## config.mk

```make
export PLATFORM = sky130hd
export DESIGN_NAME = iocomp_ctrl
export DESIGN_NICKNAME = d
export VERILOG_FILES = /design/src/rtl/iocomp_pkg.sv /design/src/rtl/iocomp_rail.sv /design/src/rtl/iocomp_regs.sv /design/src/rtl/iocomp_ctrl.sv
export SDC_FILE = /design/constraint.sdc
export NUM_CORES = 1
export LEC_CHECK = 0
export BUFFER_PORTS_ARGS = -buffer_cell sky130_fd_sc_hd__buf_4
export CORE_ASPECT_RATIO = 0.7
export CORE_MARGIN = 2
export CORE_UTILIZATION = 41
export CTS_CLUSTER_DIAMETER = 40
export DETAILED_ROUTE_END_ITERATION = 8
export PLACE_DENSITY = 0.69
export SKIP_CTS_REPAIR_TIMING = 1
export SKIP_LAST_GASP = 1
export SLEW_MARGIN = 10
export SYNTH_ARGS = -nofsm -noshare
export SYNTH_HDL_FRONTEND = slang
export SYNTH_HIERARCHICAL = 1
export SYNTH_SLANG_ARGS = --single-unit
export TNS_END_PERCENT = 50
```

## constraint.sdc

```tcl
create_clock -name clk_i -period 4.3 [get_ports clk_i]
set_input_delay 0.215 -clock clk_i [delete_from_list [all_inputs] [get_ports clk_i]]
set_output_delay 0.215 -clock clk_i [all_outputs]
set_load 0.02 [all_outputs]
```

## src/rtl/iocomp_pkg.sv

```systemverilog
package iocomp_pkg;
  localparam int NRAIL  = 2;
  localparam int NIB_W  = 4;
  localparam int CODE_W = 2 * NIB_W;
  localparam int WORD_W = 32;
  localparam int ADDR_W = 2;
  localparam int RDY_LSB = 8;

  typedef enum logic [1:0] {
    LP_RUN     = 2'd0,
    LP_SLEEP   = 2'd1,
    LP_STOP    = 2'd2,
    LP_STANDBY = 2'd3
  } lp_mode_e;

  typedef struct packed {
    logic cs;
    logic en;
  } rail_ctl_t;

  localparam logic [ADDR_W-1:0] A_CTRL = 2'd0;
  localparam logic [ADDR_W-1:0] A_VAL  = 2'd1;
  localparam logic [ADDR_W-1:0] A_OVR  = 2'd2;
endpackage

```

## src/rtl/iocomp_rail.sv

```systemverilog
module iocomp_rail
  import iocomp_pkg::*;
#(
  parameter int                READY_DLY  = 8,
  parameter logic [CODE_W-1:0] FIXED_CODE = 8'h78,
  parameter bit                STOP_KEEPS = 1'b1
) (
  input  logic              clk_i,
  input  logic              rst_ni,
  input  logic              en_i,
  input  logic              cs_i,
  input  logic [1:0]        lp_mode_i,
  input  logic              hsclk_ok_i,
  input  logic [CODE_W-1:0] cell_val_i,
  input  logic              settle_i,
  input  logic [CODE_W-1:0] ovr_code_i,
  output logic              cell_en_o,
  output logic              rdy_o,
  output logic [CODE_W-1:0] val_o,
  output logic [CODE_W-1:0] code_o
);
  localparam int CNT_W = ($clog2(READY_DLY + 1) > 0) ? $clog2(READY_DLY + 1) : 1;
  localparam logic [CNT_W-1:0] CNT_MAX = CNT_W'(READY_DLY);

  logic              mode_ok, live, standby;
  logic [CNT_W-1:0]  cnt_q;
  logic [CODE_W-1:0] cap_q;
  logic              valid_q;

  assign standby = (lp_mode_i == LP_STANDBY);

  always_comb begin
    unique case (lp_mode_i)
      LP_STANDBY: mode_ok = 1'b0;
      LP_STOP:    mode_ok = STOP_KEEPS;
      default:    mode_ok = 1'b1;
    endcase
  end

  assign cell_en_o = en_i & mode_ok;
  assign live      = cell_en_o & hsclk_ok_i;
  assign rdy_o     = live && (cnt_q == CNT_MAX);

  always_ff @(posedge clk_i or negedge rst_ni) begin
    if (!rst_ni)            cnt_q <= '0;
    else if (!live)         cnt_q <= '0;
    else if (cnt_q != CNT_MAX) cnt_q <= cnt_q + 1'b1;
  end

  // capture settled value; held once valid, even after disable
  always_ff @(posedge clk_i or negedge rst_ni) begin
    if (!rst_ni) begin
      cap_q   <= '0;
      valid_q <= 1'b0;
    end else if (rdy_o && settle_i) begin
      cap_q   <= cell_val_i;
      valid_q <= 1'b1;
    end
  end

  assign val_o = valid_q ? cap_q : '0;

  always_comb begin
    if (standby)      code_o = FIXED_CODE;
    else if (cs_i)    code_o = ovr_code_i;
    else if (valid_q) code_o = cap_q;
    else              code_o = FIXED_CODE;
  end

  AST_RDY_GATED: assert property (@(posedge clk_i) disable iff (!rst_ni)
    rdy_o |-> (hsclk_ok_i && en_i && !standby));
  AST_RDY_PRIOR_LIVE: assert property (@(posedge clk_i) disable iff (!rst_ni)
    $rose(rdy_o) |-> $past(live));
  AST_RDY_DROP: assert property (@(posedge clk_i) disable iff (!rst_ni)
    $fell(en_i) |-> !rdy_o);
  AST_VAL_HOLD: assert property (@(posedge clk_i) disable iff (!rst_ni)
    !(rdy_o && settle_i) |=> $stable(val_o));
  AST_STANDBY_FIXED: assert property (@(posedge clk_i) disable iff (!rst_ni)
    standby |-> (code_o == FIXED_CODE && !cell_en_o));
endmodule

```

## src/rtl/iocomp_regs.sv

```systemverilog
module iocomp_regs
  import iocomp_pkg::*;
(
  input  logic                    clk_i,
  input  logic                    rst_ni,
  input  logic                    reg_wr_i,
  input  logic [ADDR_W-1:0]       reg_addr_i,
  input  logic [WORD_W-1:0]       reg_wdata_i,
  output logic [WORD_W-1:0]       reg_rdata_o,
  input  logic [NRAIL-1:0]        rdy_i,
  input  logic [NRAIL*CODE_W-1:0] val_i,
  output rail_ctl_t [NRAIL-1:0]   ctl_o,
  output logic [NRAIL*CODE_W-1:0] ovr_o
);
  localparam int CTL_W = 2 * NRAIL;
  localparam logic [CTL_W-1:0]        CTL_RST = {NRAIL{2'b10}};
  localparam logic [NRAIL*CODE_W-1:0] OVR_RST = {NRAIL{8'h78}};

  rail_ctl_t [NRAIL-1:0]   ctl_q;
  logic [NRAIL*CODE_W-1:0] ovr_q;

  always_ff @(posedge clk_i or negedge rst_ni) begin
    if (!rst_ni) begin
      ctl_q <= CTL_RST;
      ovr_q <= OVR_RST;
    end else if (reg_wr_i) begin
      case (reg_addr_i)
        A_CTRL:  ctl_q <= reg_wdata_i[CTL_W-1:0];
        A_OVR:   ovr_q <= reg_wdata_i[NRAIL*CODE_W-1:0];
        default: ;
      endcase
    end
  end

  assign ctl_o = ctl_q;
  assign ovr_o = ovr_q;

  always_comb begin
    reg_rdata_o = '0;
    case (reg_addr_i)
      A_CTRL: begin
        reg_rdata_o[CTL_W-1:0]               = ctl_q;
        reg_rdata_o[RDY_LSB +: NRAIL]        = rdy_i;
      end
      A_VAL:   reg_rdata_o[NRAIL*CODE_W-1:0] = val_i;
      A_OVR:   reg_rdata_o[NRAIL*CODE_W-1:0] = ovr_q;
      default: reg_rdata_o = '0;
    endcase
  end

  AST_RO_WRITE_INERT: assert property (@(posedge clk_i) disable iff (!rst_ni)
    (reg_wr_i && reg_addr_i != A_CTRL && reg_addr_i != A_OVR)
      |=> ($stable(ctl_q) && $stable(ovr_q)));
  AST_OVR_WRITE: assert property (@(posedge clk_i) disable iff (!rst_ni)
    (reg_wr_i && reg_addr_i == A_OVR)
      |=> (ovr_q == $past(reg_wdata_i[NRAIL*CODE_W-1:0])));
endmodule

```

## src/rtl/iocomp_ctrl.sv

```systemverilog
module iocomp_ctrl
  import iocomp_pkg::*;
#(
  parameter int                READY_DLY  = 8,
  parameter logic [CODE_W-1:0] FIXED_CODE = 8'h78
) (
  input  logic                    clk_i,
  input  logic                    rst_ni,
  input  logic                    reg_wr_i,
  input  logic [ADDR_W-1:0]       reg_addr_i,
  input  logic [WORD_W-1:0]       reg_wdata_i,
  output logic [WORD_W-1:0]       reg_rdata_o,
  input  logic [1:0]              lp_mode_i,
  input  logic                    hsclk_ok_i,
  input  logic [NRAIL*CODE_W-1:0] cell_val_i,
  input  logic [NRAIL-1:0]        cell_settle_i,
  output logic [NRAIL-1:0]        cell_en_o,
  output logic [NRAIL*CODE_W-1:0] rail_code_o
);
  rail_ctl_t [NRAIL-1:0]   ctl;
  logic [NRAIL*CODE_W-1:0] ovr, val;
  logic [NRAIL-1:0]        rdy;

  iocomp_regs u_regs (
    .clk_i       (clk_i),
    .rst_ni      (rst_ni),
    .reg_wr_i    (reg_wr_i),
    .reg_addr_i  (reg_addr_i),
    .reg_wdata_i (reg_wdata_i),
    .reg_rdata_o (reg_rdata_o),
    .rdy_i       (rdy),
    .val_i       (val),
    .ctl_o       (ctl),
    .ovr_o       (ovr)
  );

  for (genvar r = 0; r < NRAIL; r++) begin : g_rail
    // only the first rail keeps its cell in stop mode
    iocomp_rail #(
      .READY_DLY  (READY_DLY),
      .FIXED_CODE (FIXED_CODE),
      .STOP_KEEPS (r == 0)
    ) u_rail (
      .clk_i      (clk_i),
      .rst_ni     (rst_ni),
      .en_i       (ctl[r].en),
      .cs_i       (ctl[r].cs),
      .lp_mode_i  (lp_mode_i),
      .hsclk_ok_i (hsclk_ok_i),
      .cell_val_i (cell_val_i[r*CODE_W +: CODE_W]),
      .settle_i   (cell_settle_i[r]),
      .ovr_code_i (ovr[r*CODE_W +: CODE_W]),
      .cell_en_o  (cell_en_o[r]),
      .rdy_o      (rdy[r]),
      .val_o      (val[r*CODE_W +: CODE_W]),
      .code_o     (rail_code_o[r*CODE_W +: CODE_W])
    );

    AST_OVR_APPLIED: assert property (@(posedge clk_i) disable iff (!rst_ni)
      (ctl[r].cs && lp_mode_i != LP_STANDBY)
        |-> (rail_code_o[r*CODE_W +: CODE_W] == ovr[r*CODE_W +: CODE_W]));
  end

  AST_STOP_RAIL2_OFF: assert property (@(posedge clk_i) disable iff (!rst_ni)
    (lp_mode_i == LP_STOP) |-> (!cell_en_o[1] && !rdy[1]));
  AST_EN_FOLLOWS_BIT: assert property (@(posedge clk_i) disable iff (!rst_ni)
    (lp_mode_i != LP_STANDBY) |-> (cell_en_o[0] == ctl[0].en));
endmodule

```

==> After elaboration in Yosys (flattened, before gate mapping) <==
Index checks and enable logic that the tools add are counted.
W data, S select, Z words.
{ "totals": {"reg_bits": 46, "in_bits": 58, "word_cells": 53} }
{ "classes": {"add_sub_neg": 2, "eq_ne": 10, "n_mux": 18, "bitwise_logic": 4, "n_reduce_logical": 8} }
{ "ops": {"columns": ["cell", "count"], "rows": [
  ["$mux W8", 8],
  ["$mux W4", 4],
  ["$pmux W4 S3", 1],
  ["$pmux W6 S2", 1],
  ["$add A4 B1 Y4 const B", 2],
  ["$eq A4 B4 Y1 const B", 2],
  ["$ne A4 B4 Y1 const B", 2],
  ["$pmux W4 S2", 1],
  ["$eq A2 B2 Y1 const B", 3],
  ["$pmux W2 S3", 1],
  ["$and A1 B1 Y1", 4],
  ["$logic_and A1 B1 Y1", 4],
  ["$ne A2 B2 Y1 const B", 2],
  ["$reduce_and A2 Y1", 2],
  ["$eq A2 B1 Y1 const B", 1],
  ["$logic_not A2 Y1", 1],
  ["$mux W1", 2],
  ["$reduce_or A2 Y1", 1]
]} }

==> Depth between registers and ports, before layout <==
Gate-level depths: netlist of the first run.
{ "depth": {"word_depth": 7, "mapped_depth": 6, "mapped_depth_nobuf": 6} }

==> Hierarchy <==
Netlist of the first run, hierarchy kept.
{ "by_module_without_submodules": {"columns": ["mod", "instances", "cells_each", "area_each_um2"], "rows": [
  ["iocomp_regs", 1, 102, 1246.2],
  ["iocomp_rail (g_rail[0].u_rail)", 1, 78, 785.8],
  ["iocomp_rail (g_rail[1].u_rail)", 1, 72, 747.0]
]} }

==> Worst setup path before layout of the first run <==
No wires, ideal clock.
{ "synth_timing": {"kind": "register -> output", "startpoint": "register u_regs.ctl_q, in the netlist u_regs/ctl_o[1]", "endpoint": "output port rail_code_o[3]", "t_arrival_ns": 1.363, "setup_slack_ns": 2.722, "path_stages_with_launch": 4, "path_buffers": 1, "path_cell_list": "dfstp_2 -> clkbuf_1 -> nor3b_1 -> o21ai_0"} }
{ "synth_via": {"elab_chain_cells": 2} }
{ "synth_lines": {"columns": ["item", "line", "source"], "rows": [
  ["start, declared", "iocomp_regs.sv:19", "rail_ctl_t [NRAIL-1:0] ctl_q;"],
  ["start signal, assigned", "iocomp_regs.sv:28", "A_CTRL: ctl_q <= reg_wdata_i[CTL_W-1:0];"],
  ["$mux W8", "iocomp_rail.sv:65", "else if (cs_i) code_o = ovr_code_i;"],
  ["$mux W8", "iocomp_rail.sv:64", "if (standby) code_o = FIXED_CODE;"],
  ["end, declared", "iocomp_ctrl.sv:18", "output logic [NRAIL*CODE_W-1:0] rail_code_o"]
]} }
No other way between the ends.

==> Final worst setup path of the first run <==
{ "layout_timing": {"startpoint": "register g_rail[1].u_rail.cnt_q[0]", "endpoint": "output port reg_rdata_o[9]"} }
{ "layout_via": {"elab_chain_cells": 3} }
{ "layout_lines": {"columns": ["item", "line", "source"], "rows": [
  ["start, declared", "iocomp_rail.sv:26", "logic [CNT_W-1:0] cnt_q;"],
  ["start signal, assigned", "iocomp_rail.sv:47", "else if (cnt_q != CNT_MAX) cnt_q <= cnt_q + 1'b1;"],
  ["$eq A4 B4 Y1", "iocomp_rail.sv:42", "assign rdy_o = live && (cnt_q == CNT_MAX);"],
  ["$logic_and A1 B1 Y1", "iocomp_rail.sv:42", null],
  ["via rdy[1]", "iocomp_ctrl.sv:22", "logic [NRAIL-1:0] rdy;"],
  ["$pmux W2 S3", "iocomp_regs.sv:40", "case (reg_addr_i)"],
  ["end, declared", "iocomp_ctrl.sv:12", "output logic [WORD_W-1:0] reg_rdata_o,"]
]} }
The timed path passes the listed nets, and every way through them passes these cells.

==> results of run 1 <==
==> layout by cell type (no fill, tap or decap), types with 2 or more instances in the layout <==
| master | Yosys | routed |
|---|---|---|
| nand4_4 | 2 | 2 |
| a21oi_1 | 6 | 6 |
| clkbuf_8 | 0 | 6 |
| dfrtp_1 | 36 | 36 |
| inv_1 | 6 | 6 |
| xor2_1 | 2 | 2 |
| a22oi_1 | 10 | 10 |
| nor3b_1 | 5 | 5 |
| mux2_2 | 26 | 26 |
| ha_1 | 8 | 8 |
| o22ai_1 | 3 | 3 |
| nand3b_1 | 2 | 2 |
| a222oi_1 | 6 | 6 |
| nand3_1 | 2 | 2 |
| mux2i_1 | 8 | 8 |
| and2_1 | 18 | 18 |
| mux2_4 | 10 | 10 |
| and3b_2 | 2 | 2 |
| conb_1 | 1 | 16 |
| or2b_1 | 2 | 2 |
| o21ai_0 | 5 | 5 |
| xnor2_1 | 2 | 2 |
| nor2b_1 | 14 | 14 |
| dfstp_2 | 10 | 10 |
| nor2_1 | 21 | 21 |
| nand2_1 | 12 | 12 |
| nand2b_1 | 5 | 5 |
| buf_4 | 16 | 75 |
==> stage by stage <==
step	utilization, %	hold WS, ps
6_report	51.89	140.4
4_1_cts	51.74	-68.26
5_1_grt	51.89	131.0
3_3_place_gp	49.99	265.7
3_5_place_dp	49.99	263.7
2_1_floorplan	-	-80.59
==> layer usage <==
layer,vias up,wire length (µm)
li1,989,-
met1,1036,3048
met2,60,3099
met3,4,363
met4,0,47
met5,-,0
==> cells in the mapped netlist, types with 3 or more instances <==
library cell / n / area share, %
inv_1: 6 / 0.81
a222oi_1: 6 / 2.2
mux2_2: 26 / 11
ha_1: 8 / 3.6
nand2_1: 12 / 1.6
a22oi_1: 10 / 2.7
clkbuf_1: 3 / 0.41
nor2b_1: 14 / 3.2
mux2_4: 10 / 5.4
a21oi_1: 6 / 1.1
buf_4: 16 / 4.3
o22ai_1: 3 / 0.68
nor3b_1: 5 / 1.4
and2_1: 18 / 4.1
dfrtp_1: 36 / 32
mux2i_1: 8 / 2.9
nand2b_1: 5 / 1.1
o21ai_0: 5 / 0.90
buf_6: 3 / 1.2
nor2_1: 21 / 2.8
dfstp_2: 10 / 9.5
==> how the worst max path moves through the flow <==
stage                                   end  cells past startpoint                             startpoint
2_1_floorplan                rail_code_o[3]                      3            u_regs/ctl_o[1]$_DFFE_PN1P_
3_3_place_gp   u_regs/ovr_o[15]$_DFFE_PN0P_                      5                          reg_addr_i[0]
3_5_place_dp   u_regs/ovr_o[15]$_DFFE_PN0P_                      5                          reg_addr_i[0]
4_1_cts                      reg_rdata_o[9]                      7  g_rail[1].u_rail/cnt_q[0]$_DFFE_PN0P_
5_1_grt                      reg_rdata_o[9]                      7  g_rail[1].u_rail/cnt_q[0]$_DFFE_PN0P_
6_report                     reg_rdata_o[9]                      7  g_rail[1].u_rail/cnt_q[0]$_DFFE_PN0P_
==> area by class of cell <==
cell class              instances  area (µm²)  area share, %
repair buffers                 76       573.1          16.58
clock inverters                 1       30.03         0.8686
flip-flops and latches         46        1164          33.66
multi-input cells             190        1460          42.24
well taps                      94       117.6          3.402
inverters                       7       26.28         0.7600
clock buffers                   7       86.33          2.497
==> report_power, final <==
group	internal, mW	switching, mW	total (mW)	leakage (nW)
clock network	0.190	0.144	0.334	0.0585
registers	0.484	0.0391	0.523	0.586
logic	0.149	0.156	0.305	1.05
total	0.823	0.339	1.16	1.69
==> worst max-delay path, delay by kind of cell (launching register included) <==
family / cells / cell delay, ps
AOI/OAI and AO/OA: 1 / 70
adders and majority gates: 1 / 190
DFF: 1 / 410
buffers and inverters: 2 / 280
and+or+nand+nor: 3 / 470
==> cell families after synthesis <==
| family | Yosys count |
|---|---|
| AND/OR/NAND/NOR | 87 |
| flip-flops | 46 |
| adder cells (fa/ha/maj) | 8 |
| multiplexers | 44 |
| other | 1 |
| buffers and inverters | 31 |
| AO/OA/AOI/OAI | 31 |
| XOR/XNOR | 4 |
==> state kept, by name, summed over array words and instances, names as in the netlist <==
signal,flops
g_rail.u_rail/cnt_q,8
g_rail.u_rail/cap_q,16
u_regs/ovr_o,16
g_rail.u_rail/valid_q,2
u_regs/ctl_o,4
==> flow_metrics.tcl, run 1 <==
set metrics [dict create \
    stdcell_area_um2 3457 \
    finalCriticalPeriod_ps 1926 \
    r2r-end "g_rail[1].u_rail/cap_q[4]$_DFFE_PN0P_" \
    hold_end "g_rail[1].u_rail/cap_q[3]$_DFFE_PN0P_" \
    end_kind "output port" \
    clkSlewWorstSetupHoldPaths_ps 90 \
    critPathLaunchType "flip-flop" \
    antennaDiodeCount 0 \
    cts_buffers 5 \
    grt-busiest-layer "met2" \
    place_congestion 0.7830 \
    dieHeight_um 72.88 \
    finalClockSkew_ps 10.83 \
    use_met3_pct 3.544 \
    ys_async_sr_fraction_pct 100.0 \
    drt-pass1-iter-count 4 \
    grt_util_met2_pct 29.61 \
    port_buffers 75 \
    synth_area_um2 2779 \
    layout.cells.non_filler 421 \
    max_slew_margin_pct 50.18 \
    track_usage_pct 18.35 \
    r2r-start "g_rail[1].u_rail/cnt_q[0]$_DFFE_PN0P_" \
    rsz0062_at_grt "false" \
    cts_tree "done" \
    start_util_pct 41.71 \
    pin_count 108 \
    cap_violations 0 \
    synth-seq-area-share_pct 41.87 \
    cp.arrival_ps 1710 \
    vias 2089 \
    slew_violations 0 \
    first_global_vias 2068 \
    hold_class "in -> reg" \
    die_width_um 102.4 \
    crit_top_cell "nor2_1" \
    core_area_um2 6663 \
    hold_violations 0 \
    row_count 25 \
    fin_crit_sh_pct 44.80 \
    clock_path_buffers 2 \
    drt_wl_total_um 6558 \
    place_area_um2 3331 \
    h-tree-depth 2 \
    synth-adder-area-share_pct 3.602 \
    setup_violations 0 \
    power_mw 1.162 \
    grt_overflow 0 \
    cts_root_buf "clkbuf_8" \
    grt_util_met1_pct 25.53 \
    drt_iter0_markers 148 \
    grt_pass1_wl_um 10260 \
    worst_slack_ps 2374 \
    drc_errors 0 \
    min_from "cell_val_i[11]" \
    antenna_left 0 \
    synth_compound_area_share_pct 8.195 \
    clock-sinks 46 \
    drive_above_1_share_pct 41.28 \
    power_density_nw_per_um2 336.1 \
    max_stage_delay_ps 410 \
    tns_ps 0 \
    path_max_fanout 3 \
    synth_xor_area_share_pct 1.261 \
    netlist_instances 252 \
    synth-simple-area-share_pct 18.51 \
    r2r_setup_slack_ps 2700 \
    wire_per_inst_um 15.58 \
    clk_latency_ps 300 \
    avgSynthCellArea_um2 11.03 \
    synthFlopType "dfrtp_1" \
    dp.cells 412 \
    grt_start_max_net_pins 47 \
    slowest_stage "dfrtp_1" \
    vias_per_cell 4.962 \
    dpl.hpwl_um 4777 \
    fmax_mhz 519.1 \
    synth-edff-count 0 \
    critPathRequiredTime_ps 4090 \
    syn_to_final_growth_pct 24.40 \
    fin_nets 392 \
    synth_top_family_by_area "multiplexers" \
    vdd_ir_drop_max_v 0.0001504 \
    synth_mux_area_share_pct 18.82 \
    fill_cells 621 \
    yosysUniqueCellTypes 35 \
    path_cells "inv_1 > ha_1 > nand3b_1 > nor2_1 > a222oi_1 > nor2_1 > buf_4" \
    die-area_um2 7463 \
    pre_cts_ws_ps 2334 \
    min_path_cells 2 \
    synth-seq-cells 46 \
    path_class "reg -> out" \
    tightest_slew_ps 747.3 \
    status "completed" \
    p_leak_nw 1.692 \
    worst_r2r_path_depth 5 \
    yosys_warnings 6 \
    antenna_found_initial 0 \
]
Power figures use the tool's default switching activity.
==> inputs of run 2 (changes only) <==
==> constraint.sdc (replaced) <==
create_clock -name clk_i -period 2 [get_ports clk_i]
set_input_delay 0.1 -clock clk_i [delete_from_list [all_inputs] [get_ports clk_i]]
set_output_delay 0.1 -clock clk_i [all_outputs]
set_load 0.02 [all_outputs]
==> run 2 against run 1 <==
  * Utilization shrank 0.15 points
  * Worst hold slack lost 120 ps
  * Design area shrank 0.29%
  * Sequential power grew 110%
  * Global-route usage grew 0.071 points
  * Routed wire length grew 0.41%
  * Die area is the same
  * Total power grew 100%
  * Clock skew shrank 4.4 ps
  * Critical path type unchanged
  * Largest power group unchanged
  * Highest routed layer unchanged
==> flow_metrics.tcl, run 2 (synthesis results as in run 1) <==
set metrics [dict create \
    status "completed" \
    clock_path_buffers 2 \
    cap_violations 0 \
    cp.arrival_ps 1690 \
    rsz0062_at_grt "false" \
    grt_pass1_wl_um 10310 \
    critPathRequiredTime_ps 1900 \
    min_from "cell_val_i[6]" \
    antenna_found_initial 0 \
    core_area_um2 6663 \
    dp.cells 414 \
    hold_class "in -> reg" \
    clkSlewWorstSetupHoldPaths_ps 90 \
    first_global_vias 2041 \
    wire_per_inst_um 15.57 \
    path_delay_family "simple AND/OR/NAND/NOR gates" \
    cts_buffers 5 \
    syn_to_final_growth_pct 24.04 \
    drc_errors 0 \
    fmax_mhz 558.5 \
    slew_violations 0 \
    final_common_cell "buf_4" \
    worst_slack_ps 209.5 \
    track_usage_pct 18.42 \
    path_cells "inv_1 > ha_1 > nand3b_1 > nor2_1 > a222oi_1 > nor2_1 > buf_4" \
    die_width_um 102.4 \
    place_congestion 0.7963 \
    critPathLaunchType "flip-flop" \
    fin_crit_sh_pct 89.52 \
    finalCriticalPeriod_ps 1790 \
    tightest_slew_ps 595.4 \
    max_stage_delay_ps 410 \
    layout.cells.non_filler 423 \
    vias 2098 \
    vdd_ir_drop_max_v 0.0002729 \
    cts_tree "done" \
    cts_root_buf "clkbuf_8" \
    hold_violations 0 \
    layout_common_cells "77 x buf_4, 36 x dfrtp_1, 26 x mux2_2" \
    cp.depth 7 \
    drt_wl_total_um 6585 \
    die-area_um2 7463 \
    drive_above_1_share_pct 41.64 \
    clk_latency_ps 300 \
    fin_nets 394 \
    hold-worst-slack_ps 23.91 \
    pre_cts_ws_ps 392.4 \
    drt_iter0_markers 129 \
    worstSetupStartpoint "g_rail[1].u_rail/cnt_q[0]$_DFFE_PN0P_" \
    path_class "reg -> out" \
    pin_count 108 \
    crit_buf_inv 2 \
    tns_ps 0 \
    slowest_stage "dfrtp_1" \
    port_buffers 75 \
    antennaDiodeCount 0 \
    dpl.hpwl_um 4871 \
    grt_overflow 0 \
    end_kind "output port" \
    max_slew_margin_pct 60.31 \
    row_count 25 \
    r2r-start "g_rail[0].u_rail/cnt_q[0]$_DFFE_PN0P_" \
    endpoint "reg_rdata_o[9]" \
    r2r_setup_slack_ps 380 \
    drt-pass1-iter-count 5 \
    power_density_nw_per_um2 687.8 \
    antenna_left 0 \
    setup_violations 0 \
    clock-sinks 46 \
    worst_r2r_path_depth 5 \
    h-tree-depth 2 \
    dieHeight_um 72.88 \
    finalClockSkew_ps 6.414 \
    path_max_fanout 3 \
    grt_start_max_net_pins 47 \
    vias_per_cell 4.960 \
    start_util_pct 41.71 \
    r2r-end "g_rail[0].u_rail/cap_q[0]$_DFFE_PN0P_" \
    crit_top_cell "nor2_1" \
    p_leak_nw 1.692 \
]
==> run 2: cell count changes in the layout (fill, tap and decap cells not counted), sizes merged <==
cell and delta:
buf +2, bufinv -1, clkinv +1
==> run 2: worst reg2reg max path, cell delays in order (launching register included) <==
cell     delay (ps)
dfrtp_1         410
inv_1           100
ha_1            200
and3b_2         250
nand4_4         220
mux2_2          330
==> run 2: worst min path at each step <==
stage                     depth (start not counted)                                     to
after floorplan                                   0  g_rail[0].u_rail/cap_q[0]$_DFFE_PN0P_
after global placement                            1  g_rail[0].u_rail/cap_q[4]$_DFFE_PN0P_
after detailed placement                          1  g_rail[0].u_rail/cap_q[6]$_DFFE_PN0P_
after CTS                                         1  g_rail[0].u_rail/cap_q[6]$_DFFE_PN0P_
after global routing                              2  g_rail[0].u_rail/cap_q[6]$_DFFE_PN0P_
final                                             2  g_rail[0].u_rail/cap_q[6]$_DFFE_PN0P_
==> run 2: cell type report <==
cell class                 instances  area (µm²)
fill                             635        3216
tap                               94       117.6
timing repair buffer              78       588.1
inverter                           7       26.28
sequential                        46        1164
clock inverter                     1       5.005
clock buffer                       7       86.33
multi-input combinational        190        1460
==> run 2: metal layers <==
metal  wire length [µm]  vias up  track usage, %
met5                  0        -               0
met4                 68        0           4.889
met3                477        8           3.736
met2               2999       78           29.02
met1               3040     1015           26.15
li1                   -      997               -
==> run 2: power by group <==
part	total [mW]	leakage (nW)	internal, mW	switching, mW
clock	0.591	0.0482	0.279	0.312
sequential	1.12	0.586	1.04	0.0826
combinational	0.656	1.06	0.322	0.334
==> run 2: metrics by stage <==
stage | utilization (%) | instance area [µm²] | total power, mW
2_1_floorplan | - | 2835 | 1.545
3_3_place_gp | 50.22 | 3346 | 1.784
3_5_place_dp | 50.22 | 3346 | 1.799
4_1_cts | 51.59 | 3437 | 2.395
5_1_grt | 51.74 | 3447 | 2.502
6_report | 51.74 | 3447 | 2.371
==> inputs of run 3 (changes only) <==
--- a/config.mk
+++ b/config.mk
@@ -11,12 +11,11 @@
 export CORE_UTILIZATION = 41
 export CTS_CLUSTER_DIAMETER = 40
 export DETAILED_ROUTE_END_ITERATION = 8
-export PLACE_DENSITY = 0.69
+export PLACE_DENSITY = 0.7
 export SKIP_CTS_REPAIR_TIMING = 1
 export SKIP_LAST_GASP = 1
 export SLEW_MARGIN = 10
 export SYNTH_ARGS = -nofsm -noshare
 export SYNTH_HDL_FRONTEND = slang
-export SYNTH_HIERARCHICAL = 1
 export SYNTH_SLANG_ARGS = --single-unit
 export TNS_END_PERCENT = 50
==> constraint.sdc (replaced) <==
create_clock -name clk_i -period 2 [get_ports clk_i]
set_input_delay 0.4 -clock clk_i [delete_from_list [all_inputs] [get_ports clk_i]]
set_output_delay 0.4 -clock clk_i [all_outputs]
set_load 0.02 [all_outputs]
==> run 3 against run 2 <==
  * Clock-buffer cell count grew 1
  * Non-clock buffer count is 6 higher
  * Register-to-register slack about the same
  * Area after synthesis down 6.8%
  * Critical path depth down 3
  * Sequential share of layout area rose by 1.5 points
  * First-iteration DRC count is 31% lower
  * Flip-flop and latch count is the same
  * Die area is 6.5% lower
  * Critical endpoint is now rail_code_o[13]
==> flow_metrics.tcl, run 3 <==
set metrics [dict create \
    first_global_vias 2081 \
    slew_violations 0 \
    finalClockSkew_ps 11.43 \
    synth_area_um2 2589 \
    antenna_found_initial 0 \
    clock-sinks 46 \
    start_util_pct 42.05 \
    die_width_um 98.98 \
    h-tree-depth 2 \
    cts_tree "done" \
    critPathRequiredTime_ps 1600 \
    row_count 24 \
    vdd_ir_drop_max_v 0.0004311 \
    vias 2002 \
    power_density_nw_per_um2 705.7 \
    grt_start_max_net_pins 47 \
    power_mw 2.330 \
    clk_latency_ps 300 \
    tightest_slew_ps 597.7 \
    dpl.hpwl_um 4582 \
    path_max_fanout 11 \
    drt_wl_total_um 6174 \
    synth_common_cells "36 x dfrtp_1, 36 x mux2_2, 18 x a22oi_1, 18 x buf_4, 18 x nor2_1" \
    stdcell_area_um2 3302 \
    r2r-start "g_rail[0].u_rail.cnt_q[0]$_DFFE_PN0P_" \
    fin_crit_sh_pct 96.97 \
    die-area_um2 6976 \
    synth_top_area_share_pct 34.80 \
    place_congestion 0.7875 \
    drt-pass1-iter-count 4 \
    netlist_instances 238 \
    path_class "reg -> out" \
    end_kind "output port" \
    hold_violations 0 \
    yosysUniqueCellTypes 35 \
    synth_top_area_cell "dfrtp_1" \
    p_leak_nw 1.579 \
    fin_nets 382 \
    track_usage_pct 18.38 \
    fill_cells 569 \
    port_buffers 75 \
    synth-seq-cells 46 \
    grt_pass1_wl_um 10150 \
    drc_errors 0 \
    finalCriticalPeriod_ps 1939 \
    cts_buffers 5 \
    antennaDiodeCount 0 \
    core_area_um2 6156 \
    r2r-end "g_rail[0].u_rail.cap_q[4]$_DFFE_PN0P_" \
    rsz0062_at_grt "true" \
    worst_r2r_path_depth 6 \
    syn_to_final_growth_pct 27.55 \
    dieHeight_um 70.48 \
    max_slew_margin_pct 60.15 \
    drt_iter0_markers 89 \
    cap_violations 0 \
    cp.arrival_ps 1540 \
    r2r_setup_slack_ps 380 \
    vias_per_cell 5.068 \
    synth_area_leaders "dfrtp_1 35%, mux2_2 16%, dfstp_2 10%" \
    tns_ps 0 \
    multiInputGateArea_um2 1290 \
    hold-worst-slack_ps 96.01 \
    synth-edff-count 0 \
    antenna_left 0 \
    synth-seq-area-share_pct 44.95 \
    wire_per_inst_um 15.63 \
    synthFlopType "dfrtp_1" \
    critPathLaunchType "flip-flop" \
    cts_root_buf "clkbuf_8" \
    hold_class "in -> async" \
    status "completed" \
    place_area_um2 3174 \
    grt_overflow 0 \
    setup_violations 0 \
    pin_count 108 \
    fmax_mhz 515.6 \
    yosys_warnings 0 \
    layout_common_cells "84 x buf_4, 36 x mux2_2, 36 x dfrtp_1" \
    seq_area_um2 1164 \
    avgSynthCellArea_um2 10.88 \
    clock_path_buffers 2 \
    drive_above_1_share_pct 46.06 \
    final_common_cell "buf_4" \
    clkSlewWorstSetupHoldPaths_ps 90 \
    ys_async_sr_fraction_pct 100.0 \
]
[run 3: metal layers]
metal / vias up / routed length, µm / global-route usage [%]
li1: 958 / - / -
met4: 0 / 53 / 3.501
met5: - / 0 / 0
met3: 5 / 359 / 4.505
met1: 975 / 3008 / 26.89
met2: 64 / 2751 / 27.85
[run 3: area by class of cell]
class,instances,area share (%)
repair buffers,84,19.10
inverters,8,0.9094
multi-input cells,171,39.07
well taps,78,2.956
clock buffers,8,2.728
flip-flops and latches,46,35.24
[run 3: cell families after synthesis]
kind of cell | after synthesis | share of synthesized area (%)
XOR/XNOR | 5 | 1.692
buffers and inverters | 36 | 8.265
adder cells (fa/ha/maj) | 8 | 3.867
multiplexers | 38 | 16.43
flip-flops | 46 | 44.95
AND/OR/NAND/NOR | 68 | 14.65
AO/OA/AOI/OAI | 36 | 10.00
other | 1 | 0.1449
[run 3: critical path, stage by stage, from the launching register on]
cell and delay [ps]:
dfstp_2 660, inv_1 130, o22ai_1 190, nand2_1 80, buf_4 170
[run 3: worst max path at each step]
| stage | startpoint | endpoint | slack (ps) | depth (start not counted) |
|---|---|---|---|---|
| 6_report | u_regs.ctl_o[3]$_DFFE_PN1P_ | rail_code_o[13] | 60 | 4 |
| 5_1_grt | g_rail[1].u_rail.valid_q$_DFFE_PN0P_ | reg_rdata_o[12] | -40 | 5 |
| 4_1_cts | g_rail[1].u_rail.cnt_q[0]$_DFFE_PN0P_ | reg_rdata_o[9] | -30 | 6 |
| 3_5_place_dp | reg_addr_i[1] | reg_rdata_o[0] | -9 | 7 |
| 3_3_place_gp | reg_addr_i[1] | reg_rdata_o[0] | 40 | 7 |
| 2_1_floorplan | reg_addr_i[0] | reg_rdata_o[8] | 90 | 6 |
[run 3: power by group]
group | switching [mW] | leakage (nW) | internal (mW) | total (mW)
clock network | 0.308 | 0.0455 | 0.282 | 0.590
registers | 0.0831 | 0.586 | 1.04 | 1.12
logic | 0.322 | 0.948 | 0.294 | 0.616
total | 0.712 | 1.58 | 1.62 | 2.33
[run 3: through the flow]
stage          worst slack, ps  utilization [%]  std cells
2_1_floorplan            86.87                -        253
3_3_place_gp             37.18            51.57        385
3_5_place_dp            -9.151            51.57        385
4_1_cts                 -25.19            53.03        393
5_1_grt                 -37.08            53.64        395
6_report                 60.55            53.64        395
